$ cat src/rtl/board_rst_seq_pkg.sv
package board_rst_seq_pkg;

  typedef enum logic [2:0] {
    S_IDLE, S_SOFT, S_GAP1, S_RELOAD, S_GAP2, S_COLD, S_WARM
  } seqState_e;

  typedef enum logic [1:0] {
    W_PULSE, W_GAP, W_COLD, W_WARM
  } waitSel_e;

  typedef struct packed {
    logic       load;
    waitSel_e   waitSel;
    logic       setSoft;
    logic       clrSoft;
    logic       setReload;
    logic       clrReload;
    logic       cpuWr;
    logic [1:0] cpuVal;   // {warm, cold}
    logic       stopWr;
    logic       finish;
  } seqCtrl_t;

endpackage

$ cat src/rtl/board_rst_seq_ctrl.sv
module board_rst_seq_ctrl
  import board_rst_seq_pkg::*;
(
  input  logic     clk,
  input  logic     rstN,
  input  logic     cmdReset,
  input  logic     cmdStart,
  input  logic     cmdStop,
  input  logic     isPrimary,
  input  logic     waitOver,
  output seqCtrl_t ctrl,
  output logic     busy
);

  seqState_e state, stateNxt;

  always_ff @(posedge clk or negedge rstN) begin
    if (!rstN) state <= S_IDLE;
    else       state <= stateNxt;
  end

  assign busy = (state != S_IDLE);

  always_comb begin
    stateNxt = state;
    ctrl     = '0;
    unique case (state)
      S_IDLE: begin
        if (cmdReset) begin
          stateNxt     = S_SOFT;
          ctrl.setSoft = 1'b1;
          ctrl.load    = 1'b1;
          ctrl.waitSel = W_PULSE;
        end else if (cmdStart) begin
          stateNxt     = S_COLD;
          ctrl.cpuWr   = 1'b1;
          ctrl.cpuVal  = 2'b01;
          ctrl.load    = 1'b1;
          ctrl.waitSel = W_COLD;
        end else if (cmdStop && isPrimary) begin
          ctrl.stopWr  = 1'b1;
        end
      end
      S_SOFT: if (waitOver) begin
        stateNxt     = S_GAP1;
        ctrl.clrSoft = 1'b1;
        ctrl.load    = 1'b1;
        ctrl.waitSel = W_GAP;
      end
      S_GAP1: if (waitOver) begin
        stateNxt       = S_RELOAD;
        ctrl.setReload = 1'b1;
        ctrl.load      = 1'b1;
        ctrl.waitSel   = W_PULSE;
      end
      S_RELOAD: if (waitOver) begin
        stateNxt       = S_GAP2;
        ctrl.clrReload = 1'b1;
        ctrl.load      = 1'b1;
        ctrl.waitSel   = W_GAP;
      end
      S_GAP2: if (waitOver) begin
        stateNxt    = S_IDLE;
        ctrl.cpuWr  = 1'b1;
        ctrl.cpuVal = 2'b00;
        ctrl.finish = 1'b1;
      end
      S_COLD: if (waitOver) begin
        stateNxt     = S_WARM;
        ctrl.cpuWr   = 1'b1;
        ctrl.cpuVal  = 2'b11;
        ctrl.load    = 1'b1;
        ctrl.waitSel = W_WARM;
      end
      S_WARM: if (waitOver) begin
        stateNxt    = S_IDLE;
        ctrl.finish = 1'b1;
      end
      default: stateNxt = S_IDLE;
    endcase
  end

endmodule

$ cat src/rtl/board_rst_seq_dp.sv
module board_rst_seq_dp
  import board_rst_seq_pkg::*;
#(
  parameter int unsigned PULSE_TICKS = 1,
  parameter int unsigned GAP_TICKS   = 1,
  parameter int unsigned COLD_TICKS  = 2,
  parameter int unsigned WARM_TICKS  = 10,
  parameter int unsigned PERIPH_W    = 4,
  parameter int unsigned IRQ_W       = 4
) (
  input  logic                clk,
  input  logic                rstN,
  input  logic                tickStb,
  input  seqCtrl_t            ctrl,
  input  logic [IRQ_W-1:0]    irqReq,
  output logic                waitOver,
  output logic                bridgeSoftRst,
  output logic                eepromReload,
  output logic                cpuColdEn,
  output logic                cpuWarmEn,
  output logic [PERIPH_W-1:0] periphCtl,
  output logic                hostIrqEn,
  output logic [IRQ_W-1:0]    irqOut,
  output logic                done
);

  localparam int unsigned MAX_A = (PULSE_TICKS > GAP_TICKS) ? PULSE_TICKS : GAP_TICKS;
  localparam int unsigned MAX_B = (COLD_TICKS > WARM_TICKS) ? COLD_TICKS : WARM_TICKS;
  localparam int unsigned MAX_T = (MAX_A > MAX_B) ? MAX_A : MAX_B;
  localparam int unsigned CNT_W = $clog2(MAX_T + 1);

  logic [CNT_W-1:0] cnt, loadVal;

  always_comb begin
    unique case (ctrl.waitSel)
      W_PULSE: loadVal = CNT_W'(PULSE_TICKS);
      W_GAP:   loadVal = CNT_W'(GAP_TICKS);
      W_COLD:  loadVal = CNT_W'(COLD_TICKS);
      default: loadVal = CNT_W'(WARM_TICKS);
    endcase
  end

  assign waitOver = tickStb && (cnt == CNT_W'(1));

  always_ff @(posedge clk or negedge rstN) begin
    if (!rstN)                          cnt <= '0;
    else if (ctrl.load)                 cnt <= loadVal;
    else if (tickStb && (cnt != '0))    cnt <= cnt - CNT_W'(1);
  end

  always_ff @(posedge clk or negedge rstN) begin
    if (!rstN) begin
      bridgeSoftRst <= 1'b0;
      eepromReload  <= 1'b0;
      cpuColdEn     <= 1'b0;
      cpuWarmEn     <= 1'b0;
      periphCtl     <= '1;
      hostIrqEn     <= 1'b1;
      done          <= 1'b0;
    end else begin
      if (ctrl.setSoft)   bridgeSoftRst <= 1'b1;
      if (ctrl.clrSoft)   bridgeSoftRst <= 1'b0;
      if (ctrl.setReload) eepromReload  <= 1'b1;
      if (ctrl.clrReload) eepromReload  <= 1'b0;
      if (ctrl.cpuWr) begin
        cpuColdEn <= ctrl.cpuVal[0];
        cpuWarmEn <= ctrl.cpuVal[1];
      end
      if (ctrl.stopWr) begin
        cpuColdEn <= 1'b0;
        cpuWarmEn <= 1'b0;
        periphCtl <= '0;
        hostIrqEn <= 1'b0;
      end
      done <= ctrl.finish;
    end
  end

  assign irqOut = irqReq & {IRQ_W{hostIrqEn}};

endmodule

$ cat src/rtl/board_rst_seq.sv
module board_rst_seq
  import board_rst_seq_pkg::*;
#(
  parameter int unsigned PULSE_TICKS = 1,
  parameter int unsigned GAP_TICKS   = 1,
  parameter int unsigned COLD_TICKS  = 2,
  parameter int unsigned WARM_TICKS  = 10,
  parameter int unsigned PERIPH_W    = 4,
  parameter int unsigned IRQ_W       = 4
) (
  input  logic                clk,
  input  logic                rstN,
  input  logic                tickStb,
  input  logic                cmdReset,
  input  logic                cmdStart,
  input  logic                cmdStop,
  input  logic                isPrimary,
  input  logic [IRQ_W-1:0]    irqReq,
  output logic                bridgeSoftRst,
  output logic                eepromReload,
  output logic                cpuColdEn,
  output logic                cpuWarmEn,
  output logic [PERIPH_W-1:0] periphCtl,
  output logic                hostIrqEn,
  output logic [IRQ_W-1:0]    irqOut,
  output logic                busy,
  output logic                done
);

  seqCtrl_t ctrl;
  logic     waitOver;

  board_rst_seq_ctrl u_ctrl (
    .clk       (clk),
    .rstN      (rstN),
    .cmdReset  (cmdReset),
    .cmdStart  (cmdStart),
    .cmdStop   (cmdStop),
    .isPrimary (isPrimary),
    .waitOver  (waitOver),
    .ctrl      (ctrl),
    .busy      (busy)
  );

  board_rst_seq_dp #(
    .PULSE_TICKS (PULSE_TICKS),
    .GAP_TICKS   (GAP_TICKS),
    .COLD_TICKS  (COLD_TICKS),
    .WARM_TICKS  (WARM_TICKS),
    .PERIPH_W    (PERIPH_W),
    .IRQ_W       (IRQ_W)
  ) u_dp (
    .clk           (clk),
    .rstN          (rstN),
    .tickStb       (tickStb),
    .ctrl          (ctrl),
    .irqReq        (irqReq),
    .waitOver      (waitOver),
    .bridgeSoftRst (bridgeSoftRst),
    .eepromReload  (eepromReload),
    .cpuColdEn     (cpuColdEn),
    .cpuWarmEn     (cpuWarmEn),
    .periphCtl     (periphCtl),
    .hostIrqEn     (hostIrqEn),
    .irqOut        (irqOut),
    .done          (done)
  );

endmodule

$ cat config.mk
export PLATFORM = sky130hd
export DESIGN_NAME = board_rst_seq
export DESIGN_NICKNAME = d
export VERILOG_FILES = /design/src/rtl/board_rst_seq_pkg.sv /design/src/rtl/board_rst_seq_ctrl.sv /design/src/rtl/board_rst_seq_dp.sv /design/src/rtl/board_rst_seq.sv
export SDC_FILE = /design/constraint.sdc
export NUM_CORES = 1
export LEC_CHECK = 0
export BUFFER_PORTS_ARGS = -buffer_cell sky130_fd_sc_hd__buf_2
export CORE_MARGIN = 5
export CORE_UTILIZATION = 44
export CTS_CLUSTER_DIAMETER = 40
export CTS_CLUSTER_SIZE = 28
export DETAILED_ROUTE_END_ITERATION = 7
export GPL_TIMING_DRIVEN = 0
export PLACE_DENSITY = 0.76
export SLEW_MARGIN = 15
export SYNTH_ARGS = -nofsm -noshare
export SYNTH_HDL_FRONTEND = slang
export SYNTH_SLANG_ARGS = --single-unit
export TNS_END_PERCENT = 1
$ cat constraint.sdc
create_clock -name clk -period 1.9 [get_ports clk]
set_clock_uncertainty 0.2 [all_clocks]
set_input_delay 0.19 -clock clk [delete_from_list [all_inputs] [get_ports clk]]
set_output_delay 0.19 -clock clk [all_outputs]
set_load 0.01 [all_outputs]
==> impl_metrics.tcl, run 1 <==
set metrics [dict create \
    cts_buffers 3 \
    antenna_left 0 \
    setup_violations 0 \
    crit_path_start_kind "register" \
    dr_total_vias 755 \
    leakage_uw 0.000501 \
    fin_nets 132 \
    cts-root-buf "clkbuf_4" \
    async_flop_share_pct 100 \
    clock.fmax_mhz 545 \
    layout_commonest_cell "buf_2" \
    synth_area_leaders "dfrtp_1 37%, a31oi_1 4.7%, nand3_1 4.4%, a21oi_1 3.7%, buf_4 3.7%" \
    io_pins 26 \
    dp_hpwl_um 1410 \
    critical_path_class "register to register" \
    synth-adder-area-share_pct 3.11 \
    synth_top_area_share_pct 37.3 \
    required_ps 1850 \
    finalMaxSlewViolations 0 \
    initial_core_util_pct 46.6 \
    p_per_area_nw_per_um2 1380 \
    cp_slowest_cell "dfrtp_1" \
    cts.sinks 13 \
    timing.final.crit_share_pct 96.6 \
    wl_um 1930 \
    syn_avg_cell_area_um2 9.14 \
    cts_tree "done" \
    ir_worst_vdd_mv 1.02 \
    synth_seq_area_share_pct 40.6 \
    worst_slew_pin_slew_ps 443 \
    drive_gt1_share_pct 39.0 \
    hold_path.class "input port to register" \
    final_cell_mix "26 x buf_2, 12 x dfrtp_1, 7 x nor2_1, 7 x nand3_1" \
    rsz0062_at_grt "no" \
    worstSkewPairLatency_ps 270 \
    synthCells 88 \
    num_rows 15 \
    postCtsSetupBuffers 0 \
    vias_per_cell 5.28 \
    critPathMaxStageDelay_ps 420 \
    htreeDepth 1 \
    first_global_vias 681 \
    grt_pass1_wl_um 3120 \
    critPathBufInv 1 \
    antenna_found_initial 0 \
    final_util_pct 59.1 \
    cp_cell_sequence "ha_1 > and4bb_4 > buf_8 > a32o_1 > a31oi_1 > a31oi_1" \
    synth_flop_cell "dfrtp_1" \
    hold_viol 0 \
    regArea_um2 327 \
    worst_ep_arrival_time_ps 1790 \
    synth_largest_area_cell "dfrtp_1" \
    ys_seq_elements 13 \
    multi_input_area_um2 428 \
    post_drt_wl_per_cell_um 13.5 \
    outcome "finished clean" \
    core_um2 1730 \
    antenna-diode-count 0 \
    cts.path.max_buffers 2 \
    die_y_um 52.8 \
    synth_nets 101 \
    netlist_area_um2 805 \
    cp_common_cell "a31oi_1" \
    port_buffers 25 \
    clk_pin_slew_ps 80 \
    route.detailed.drc 0 \
    firstDrtPassIters 5 \
    track_usage_pct 15.2 \
    drv_cap 0 \
    yosys.area_share.simple_pct 25.2 \
    n_fill_cell 166 \
    cp-end-kind "register" \
    first_iter_violations 12 \
    routabilityCongestion 0.799 \
    yosysUniqueCellTypes 34 \
    synth_xor_area_share_pct 1.09 \
    cp_top_family "compound AO/OA/AOI/OAI gates" \
    grt-ovfl-total 0 \
    fin_total_pwr_uw 1410 \
    yosysWarnings 0 \
    die_area_um2 2780 \
    synth-compound-area-share_pct 21.5 \
    ff2ff_setup_slack_ps 60 \
    synth_edf_count 0 \
    slew_headroom_pct 70.4 \
    die_w_um 52.8 \
    grt_max_degree 14 \
    area_growth_pct 26.7 \
    muxShareOfSynthArea_pct 0 \
    synth_top_family_by_area "simple AND/OR/NAND/NOR gates" \
    fin_crit_ps 1840 \
    critPathMaxFanout 10 \
]
[report_power, final]
part | switching [µW] | internal, µW | total (µW)
registers | 104 | 386 | 490
logic | 412 | 339 | 751
clock network | 87.3 | 81.3 | 169
[tightest hold or removal path, cell delays in order]
cell and delay, ps:
buf_2 100, a21oi_1 60, o21ai_0 130
[what timing repair did]
action,CTS,global route
hold buffers,1,0
hold endpoints to repair,13,0
endpoints found under the setup margin,1,5
resized for setup,2,4
cloned,0,0
[layer usage]
metal  up-vias  global-route usage [%]  share of wire, %
li1        376                       -                 -
met2        28                    24.2                47
met1       351                    19.1                46
met4         0                    5.53                 0
met5         -                       0                 0
met3         0                    4.84               7.3
[stage by stage]
step,setup slack (ps),TNS [ps],std cells,cell area (µm²),hold WS [ps]
after global placement,41.3,0,138,961,-107
after detailed placement,-7.70,-7.70,138,961,-104
after floorplan,124,0,88,805,-306
after global routing,4.12,0,143,1020,42.1
final,64.1,0,143,1020,32.7
after CTS,3.98,0,143,1000,32.3
[logic make-up after synthesis]
family	Yosys count
simple gates	35
compound gates	25
flops	13
buf+inv	12
fa+ha+maj	2
xor+xnor	1
[registers in the layout, summed over array words and instances (netlist names)]
signal              cells
u_dp.cnt                4
u_dp.done               1
u_dp.periphCtl          1
u_dp.eepromReload       1
u_ctrl.state            3
u_dp.cpuColdEn          1
u_dp.cpuWarmEn          1
u_dp.bridgeSoftRst      1
[cell usage after synthesis, drive strengths merged, types with 2 or more instances]
cell type and instances:
a21oi 6, a221oi 2, a31oi 6, and2 6
buf 6, dfrtp 12, ha 2, inv 5
nand2 6, nand3 8, nor2 7, nor3 2
o21ai 4
[worst paths after layout]
kind	start	endpoint	cells after the start
max	u_dp.cnt[0]	u_dp.cnt[1]	6
min	cmdReset	u_dp.bridgeSoftRst	3
max reg2reg	u_dp.cnt[0]	u_dp.cnt[1]	6
min reg2reg	u_dp.eepromReload	u_dp.eepromReload	2
max in group asynchronous	rstN	u_dp.periphCtl[2]	2
min in group asynchronous	rstN	u_ctrl.state[1]	2
[layout make-up]
type,instances,area share (%)
Buffer,7,5.28
Clock buffer,4,2.58
Inverter,5,1.84
Multi-Input combinational cell,63,42.0
Sequential cell,13,32.0
Tap cell,25,3.07
Timing Repair Buffer,26,13.3
(Power assumes the default switching activity.)
==> run 2: changes to the inputs <==
Settings changed: CORE_ASPECT_RATIO set to 0.8, PLACE_DENSITY 0.76 to 0.85.
==> run 2 against run 1 <==
Net effect: count of clock-buffer cells in the layout unchanged; largest power group unchanged; sequential cell count unchanged; critical endpoint is now u_dp.cnt[3]; design area increased by 0.37%; sequential power increased by 1%; worst setup slack got worse by 6.9 ps.
==> impl_metrics.tcl, run 2 (synthesized netlist as in run 1, its figures left out) <==
set metrics [dict create \
    outcome "finished clean" \
    timing.rr.end "u_dp.cnt[3]" \
    rsz0062_at_grt "yes" \
    min_delay_worst_endpoint "u_dp.bridgeSoftRst" \
    drive_gt1_share_pct 39.8 \
    cts-root-buf "clkbuf_4" \
    fin_crit_ps 1840 \
    critical_path_class "register to register" \
    clk_pin_slew_ps 80 \
    dp_slack_ps -4.50 \
    stdcell_area_um2 1020 \
    first_global_vias 748 \
    port_buffers 25 \
    drv_cap 0 \
    holdPathStages 3 \
    cts_tree "done" \
    vias_per_cell 5.36 \
    grt_max_degree 14 \
    ir_worst_vdd_mv 0.818 \
    antenna-diode-count 0 \
    cts.sinks 13 \
    worst_ep_arrival_time_ps 1820 \
    dp_hpwl_um 1450 \
    dr_total_vias 751 \
    critPathMaxFanout 4 \
    reg_top3 "u_dp.cnt (4), u_ctrl.state (3)" \
    grt_pass1_wl_um 3220 \
    antenna_left 0 \
    first_iter_violations 18 \
    die_area_um2 2790 \
    placed_area_um2 957 \
    p_sw_share_pct 43.3 \
    layout_commonest_cell "buf_2" \
    firstDrtPassIters 7 \
    hold_viol 0 \
    reg2reg_from "u_dp.cnt[0]" \
    num_rows 13 \
    reg2reg_depth 6 \
    core_um2 1680 \
    internal_power_uw 808 \
    clock.fmax_mhz 543 \
    multi_input_area_um2 435 \
    area_growth_pct 27.2 \
    timing.final.crit_share_pct 97.0 \
    fin_nets 132 \
    initial_core_util_pct 48.0 \
    post_drt_wl_per_cell_um 14.0 \
    n_fill_cell 159 \
    htreeDepth 1 \
    route.detailed.drc 0 \
    worst_slack_ps 57.2 \
    routabilityCongestion 0.896 \
    power.share.clock_pct 12.5 \
    grt-ovfl-total 0 \
    crit_path_start_kind "register" \
    final_cell_mix "26 x buf_2, 12 x dfrtp_1, 7 x nor2_1, 7 x nand3_1" \
    largest-register "u_dp.cnt" \
    ff2ff_setup_slack_ps 60 \
    cts_buffers 3 \
    largest_register_ff_count 4 \
    hold_path.class "input port to register" \
    die_w_um 57.8 \
    p_sw_uw 617 \
    cp-end-kind "register" \
    worst_slew_pin_slew_ps 433 \
    die_y_um 48.2 \
    track_usage_pct 15.6 \
    slew_headroom_pct 71.0 \
    setup_violations 0 \
    p_per_area_nw_per_um2 1390 \
    wl_um 1960 \
    power_frac_comb_pct 52.6 \
    io_pins 26 \
    required_ps 1880 \
    seqPwrFrac_pct 34.9 \
    cts.path.max_buffers 2 \
    finalMaxSlewViolations 0 \
    worstSkewPairLatency_ps 290 \
    regArea_um2 327 \
    antenna_found_initial 0 \
    min_from "cmdReset" \
    leakage_uw 0.000507 \
]
==> run 2: cell counts in the layout (fill, tap and decap cells not counted) <==
Identical to the previous run, type by type.
==> run 2: final cells by class <==
class                           instances  share of cell area [%]
Multi-Input combinational cell         63                    42.5
Sequential cell                        13                    31.9
Timing Repair Buffer                   26                    13.2
Buffer                                  7                    5.26
Tap cell                               22                    2.69
Clock buffer                            4                    2.57
Inverter                                5                    1.83
==> run 2: how the worst max path moves through the flow <==
| stage | startpoint | endpoint | cells after the start |
|---|---|---|---|
| 4_1_cts | u_dp.cnt[0] | u_dp.cnt[3] | 6 |
| 2_1_floorplan | u_dp.cnt[0] | u_dp.cnt[3] | 6 |
| 3_5_place_dp | u_dp.cnt[1] | u_dp.cnt[0] | 7 |
| 3_3_place_gp | u_dp.cnt[0] | u_dp.cnt[3] | 6 |
| 6_report | u_dp.cnt[0] | u_dp.cnt[3] | 6 |
| 5_1_grt | u_dp.cnt[0] | u_dp.cnt[3] | 6 |
==> run 2: through the flow <==
stage / util [%] / hold WS (ps) / setup TNS, ps / power [µW] / std cells
global route: 61.1 / 45.5 / -12.6 / 1550 / 140
CTS: 59.9 / 18.3 / 0 / 1390 / 140
global placement: 57.1 / -111 / 0 / 1150 / 135
finish: 61.1 / 13.6 / 0 / 1430 / 140
detailed placement: 57.1 / -109 / -4.50 / 1190 / 135
floorplan: - / -306 / 0 / 1010 / 88
==> run 2: timing repair <==
item / 4_1_cts / 5_1_grt
resized for setup: 2 / 6
hold buffers: 1 / 0
buffers inserted: 0 / 0
setup endpoints to repair: 2 / 5
endpoints found under the hold margin: 13 / 0
gates cloned: 0 / 0
==> run 2: worst max-delay path, cell delays in order (launching register included) <==
cell	delay (ps)
dfrtp_1	440
inv_1	100
ha_1	160
or3b_4	410
nand2_2	110
a31oi_1	100
o211a_1	220
==> run 2: metal layers <==
| metal | GRT usage, % | vias to the layer above | share of wire, % | wire length, µm |
|---|---|---|---|---|
| met5 | 0 | - | 0 | 0 |
| met4 | 3.70 | 0 | 0.82 | 16 |
| met2 | 27.0 | 29 | 45 | 888 |
| met3 | 7.67 | 3 | 12 | 227 |
| met1 | 17.8 | 347 | 42 | 826 |
| li1 | - | 372 | - | - |
==> run 2: power by group through the flow <==
stage / clock network [µW] / registers, µW / logic, µW
after floorplan: 0 / 482 / 528
after global placement: 0 / 477 / 675
final: 178 / 497 / 750
after global routing: 197 / 515 / 842
after CTS: 181 / 486 / 720
after detailed placement: 0 / 488 / 706
